<file path="config.mk">
export PLATFORM = sky130hd
export DESIGN_NAME = nvstore_ctrl
export DESIGN_NICKNAME = d
export VERILOG_FILES = /design/src/rtl/nvstore_pkg.sv /design/src/rtl/nvstore_pin_sync.sv /design/src/rtl/nvstore_hold_timer.sv /design/src/rtl/nvstore_req_arb.sv /design/src/rtl/nvstore_ctrl.sv
export SDC_FILE = /design/constraint.sdc
export NUM_CORES = 1
export LEC_CHECK = 0
export BUFFER_PORTS_ARGS = -buffer_cell sky130_fd_sc_hd__clkbuf_2
export CAP_MARGIN = 15
export CORE_UTILIZATION = 44
export DETAILED_ROUTE_END_ITERATION = 12
export PLACE_DENSITY_LB_ADDON = 0.2
export REMOVE_ABC_BUFFERS = 1
export SYNTH_ARGS = -nofsm -noshare
export SYNTH_HDL_FRONTEND = slang
export SYNTH_SLANG_ARGS = --single-unit
</file>
<file path="constraint.sdc">
create_clock -name clk -period 2.4 [get_ports clk]
set_clock_uncertainty 0.2 [all_clocks]
set_input_delay 0.48 -clock clk [delete_from_list [all_inputs] [get_ports clk]]
set_output_delay 0.48 -clock clk [all_outputs]
set_load 0.02 [all_outputs]
</file>
<file path="src/rtl/nvstore_pkg.sv">
package nvstore_pkg;

  // One-hot controller states
  typedef enum logic [4:0] {
    ST_IDLE  = 5'b00001,
    ST_PULL  = 5'b00010,
    ST_CHECK = 5'b00100,
    ST_STORE = 5'b01000,
    ST_ABORT = 5'b10000
  } nv_state_e;

  localparam int unsigned SYNC_STAGES = 2;

endpackage

</file>
<file path="src/rtl/nvstore_pin_sync.sv">
module nvstore_pin_sync #(
  parameter int unsigned STAGES = 2
) (
  input  logic clk,
  input  logic rst,
  input  logic pin_i,
  output logic level_o,
  output logic fall_o
);

  logic [STAGES-1:0] chain_q;
  logic              last_q;

  // Pin idles high through its pull-up, so reset to 1
  always_ff @(posedge clk) begin
    if (rst) begin
      chain_q <= '1;
      last_q  <= 1'b1;
    end else begin
      chain_q <= {chain_q[STAGES-2:0], pin_i};
      last_q  <= chain_q[STAGES-1];
    end
  end

  assign level_o = chain_q[STAGES-1];
  assign fall_o  = last_q & ~chain_q[STAGES-1];

endmodule

</file>
<file path="src/rtl/nvstore_hold_timer.sv">
module nvstore_hold_timer #(
  parameter int unsigned CYCLES = 20
) (
  input  logic clk,
  input  logic rst,
  input  logic run_i,
  output logic done_o
);

  localparam int unsigned CW = (CYCLES > 1) ? $clog2(CYCLES) : 1;
  localparam logic [CW-1:0] LAST = CW'(CYCLES - 1);

  logic [CW-1:0] cnt_q;

  // Counter sits at zero whenever the window is not running
  always_ff @(posedge clk) begin
    if (rst || !run_i)
      cnt_q <= '0;
    else if (!done_o)
      cnt_q <= cnt_q + 1'b1;
  end

  assign done_o = run_i && (cnt_q == LAST);

endmodule

</file>
<file path="src/rtl/nvstore_req_arb.sv">
module nvstore_req_arb (
  input  logic clk,
  input  logic rst,
  input  logic idle_i,
  input  logic vmain_low_i,
  input  logic vcap_low_i,
  input  logic auto_inhibit_i,
  input  logic sw_req_i,
  input  logic hw_fall_i,
  output logic start_o
);

  logic vmain_q;
  logic auto_go;
  logic ext_go;

  always_ff @(posedge clk) begin
    if (rst) vmain_q <= 1'b0;
    else     vmain_q <= vmain_low_i;
  end

  // A supply drop is an internal trigger: only the strap masks it.
  // Software and pin requests are external: the capacitor flag masks them.
  assign auto_go = vmain_low_i & ~vmain_q & ~auto_inhibit_i;
  assign ext_go  = (sw_req_i | hw_fall_i) & ~vcap_low_i;
  assign start_o = idle_i & (auto_go | ext_go);

endmodule

</file>
<file path="src/rtl/nvstore_ctrl.sv">
module nvstore_ctrl #(
  parameter int unsigned CLK_PER_MS = 50000,
  parameter int unsigned PULL_MS    = 20
) (
  input  logic clk,
  input  logic rst,
  input  logic vmain_low_i,
  input  logic vcap_low_i,
  input  logic auto_inhibit_i,
  input  logic pin_level_i,
  input  logic sw_store_req_i,
  input  logic array_done_i,
  output logic pin_pulldown_o,
  output logic store_strobe_o,
  output logic sram_we_en_o,
  output logic abort_o
);
  import nvstore_pkg::*;

  localparam int unsigned PULL_CYCLES = CLK_PER_MS * PULL_MS;

  nv_state_e st_q, st_nx;
  logic      pin_lvl_s, pin_fall_s;
  logic      start, win_done, seen_low_q, we_q;

  nvstore_pin_sync #(.STAGES(SYNC_STAGES)) u_sync (
    .clk    (clk),
    .rst    (rst),
    .pin_i  (pin_level_i),
    .level_o(pin_lvl_s),
    .fall_o (pin_fall_s)
  );

  nvstore_req_arb u_arb (
    .clk           (clk),
    .rst           (rst),
    .idle_i        (st_q == ST_IDLE),
    .vmain_low_i   (vmain_low_i),
    .vcap_low_i    (vcap_low_i),
    .auto_inhibit_i(auto_inhibit_i),
    .sw_req_i      (sw_store_req_i),
    .hw_fall_i     (pin_fall_s),
    .start_o       (start)
  );

  nvstore_hold_timer #(.CYCLES(PULL_CYCLES)) u_timer (
    .clk   (clk),
    .rst   (rst),
    .run_i (st_q == ST_PULL),
    .done_o(win_done)
  );

  always_comb begin
    st_nx = st_q;
    unique case (st_q)
      ST_IDLE:  if (start)        st_nx = ST_PULL;
      ST_PULL:  if (win_done)     st_nx = ST_CHECK;
      ST_CHECK: st_nx = seen_low_q ? ST_STORE : ST_ABORT;
      ST_STORE: if (array_done_i) st_nx = ST_IDLE;
      ST_ABORT: st_nx = ST_IDLE;
      default:  st_nx = ST_IDLE;
    endcase
  end

  always_ff @(posedge clk) begin
    if (rst) begin
      st_q       <= ST_IDLE;
      seen_low_q <= 1'b0;
      we_q       <= ~vcap_low_i;
    end else begin
      st_q <= st_nx;
      if (st_q == ST_PULL) begin
        if (!pin_lvl_s) seen_low_q <= 1'b1;
      end else if (st_q == ST_IDLE) begin
        seen_low_q <= 1'b0;
      end
      we_q <= ~vcap_low_i & ((st_nx == ST_IDLE) | (st_nx == ST_ABORT));
    end
  end

  assign pin_pulldown_o = st_q[1];
  assign store_strobe_o = st_q[3];
  assign abort_o        = st_q[4];
  assign sram_we_en_o   = we_q;

endmodule

</file>
==> results.toml <==
[synthesis]
ys.flop_type = "dfxtp_1"
synthDistinctLibCells = 40
yosys_warnings = 0
netlist_instances = 148
synthTopCellsByCount = "31 x dfxtp_1, 27 x nor2_1, 10 x xor2_1"
synth_enable_flop_cells = 0
synth_area_leader_cell = "dfxtp_1"
syn_area_mm2 = 0.00135
synth_seq_cells = 31
avgSynthCellArea_um2 = 9.14
synth_seq_area_share_pct = 45.9
synth_top_area_share_pct = 45.9
async_flop_share_pct = 0
yosysMostFrequentCell = "dfxtp_1"
yosys-top-cells-area = "dfxtp_1 46%, nor2_1 7.5%, xor2_1 6.5%"

[worst_setup_path]
arrival_ps = 2150
end_kind = "register"
start_kind = "register"
crit_type = "reg -> reg"
critPathRequiredTime_ps = 2420
reg2reg_depth = 5
crit_fanout = 7

[timing]
finalSetupViolCount = 0
slew_violations = 0
hold_viol_final = 0
tightestPinTransition_ps = 562
worst_slack_ps = 276
tns_ps = 0
rsz0062_at_grt = "false"
period_share_pct = 88.5
clock.fmax_mhz = 471
slew_headroom_pct = 62.2
timing.final.crit_period_ps = 2120

[floorplanning]
die-area_mm2 = 0.00330
initial_core_util_pct = 47.8
rows = 19
die_w_um = 57.4
core_mm2 = 0.00283
die_y_um = 57.4
io-pin-count = 12

[power]
ir_worst_vdd_v = 0.000273
p_leak_uw = 0.000533
power.density_mw_per_mm2 = 582
total_power_uw = 860

[global_route]
grt_pass1_wl_um = 4550
grt_pass1_vias = 1053
grt_overflow = 0
grt.total_usage_pct = 18.2
grt_max_degree = 21
antenna_found_initial = 0

[detailed_routing]
drt-initial-drc-count = 50
avgRoutedWirePerCell_um = 12.9
ant_nets = 0
wl_um = 2510
first_pass_iters = 8
vias_per_cell = 5.66
drc = 1
via_count = 1098

[cts]
htree_num_levels = 2
cts.sink_count = 31
cts_resized = 0
ctsHoldBuffers = 0
cts_root_buf = "clkbuf_4"
clock_latency_ps = 330
cts_tree = "done"
cts_setup_buffers = 0
numCtsBuffers = 5
path_clk_slew_ps = 90
cts_buffer_depth = 2

[place]
place_area_mm2 = 0.00144
portBuffers = 11
gp_congestion = 0.769
place.detailed.hpwl_um = 1760
pre_cts_ws_ps = 294

[final_layout]
diodes = 0
nNetsFinal = 173
drive_gt1_share_pct = 13.5
synthToLayoutAreaGrowth_pct = 9.16
design_area_mm2 = 0.00148

[worst_hold_path]
holdPathStages = 2
hold_path.class = "in -> reg"

[run_status]
status = "finished with violations"
violations = "design-rule violations"

[run]
cap_violations = 0
## flip-flops by register name (all words and copies together), names as in the netlist
| register | cells |
|---|---|
| sram_we_en_o | 1 |
| st_q | 5 |
| seen_low_q | 1 |
| u_timer.cnt_q | 20 |
| u_sync.chain_q | 2 |
| u_arb.vmain_q | 1 |
| u_sync.last_q | 1 |
## logic make-up after synthesis
logic type	synth area share, %
AND/OR/NAND/NOR	30.3
flip-flops	45.9
AO/OA/AOI/OAI	8.70
XOR/XNOR	11.0
buffers and inverters	2.50
multiplexers	0.740
adder cells (fa/ha/maj)	0.925
## per-stage QoR
step           cells  hold slack [ps]  util, %
6_report         194              141     52.2
5_1_grt          194              139     52.2
4_1_cts          194              127     52.2
3_5_place_dp     188              196     50.7
3_3_place_gp     188              194     50.7
2_1_floorplan    145              189        -
## final timing paths
path,from,endpoint,slack (ps)
max,st_q[0]$_SDFF_PP1_,st_q[1]$_SDFF_PP0_,280
min reg2reg,u_sync.chain_q[0]$_SDFF_PP1_,u_sync.chain_q[1]$_SDFF_PP1_,210
min,pin_level_i,u_sync.chain_q[0]$_SDFF_PP1_,140
max reg2reg,st_q[0]$_SDFF_PP1_,st_q[1]$_SDFF_PP0_,280
## per-layer routing
metal | vias to the layer above | share of wire, % | global-route usage [%] | wire (um)
met2 | 18 | 44 | 25.9 | 1110
met3 | 8 | 4.3 | 7.03 | 108
li1 | 553 | - | - | -
met1 | 519 | 49 | 23.6 | 1230
met5 | - | 0 | 0 | 0
met4 | 0 | 2.7 | 9.76 | 68
## cell usage in the layout (no fill, tap or decap), types with 3 or more instances in the layout
master and instances:
clkbuf_2 11, nand2_1 4, a31oi_1 3, nor2_1 27, nand4_1 5, and4_1 3, inv_1 4, or2_2 3
clkbuf_4 5, dfxtp_1 31, xor2_1 10, xnor2_1 7, nor3_1 4, nor2b_1 4, nand3_1 8
## critical path: stages (launching register included)
cell and delay [ps]:
dfxtp_1 350, or4b_4 550, nor2_1 350, nand3_1 290
a22oi_1 230, nor2_1 50
## layout make-up
cell class / instances / area (um^2)
multi-input combinational: 110 / 698
sequential: 31 / 621
timing repair buffer: 12 / 62.6
tap: 31 / 38.8
clock buffer: 6 / 41.3
fill: 282 / 1350
inverter: 4 / 15.0
## where the power goes
| group | switching [uW] | internal, uW |
|---|---|---|
| clock network | 161 | 104 |
| registers | 7.19 | 524 |
| logic | 33.6 | 29.7 |
| total | 202 | 658 |
Power figures use the tool's default switching activity.
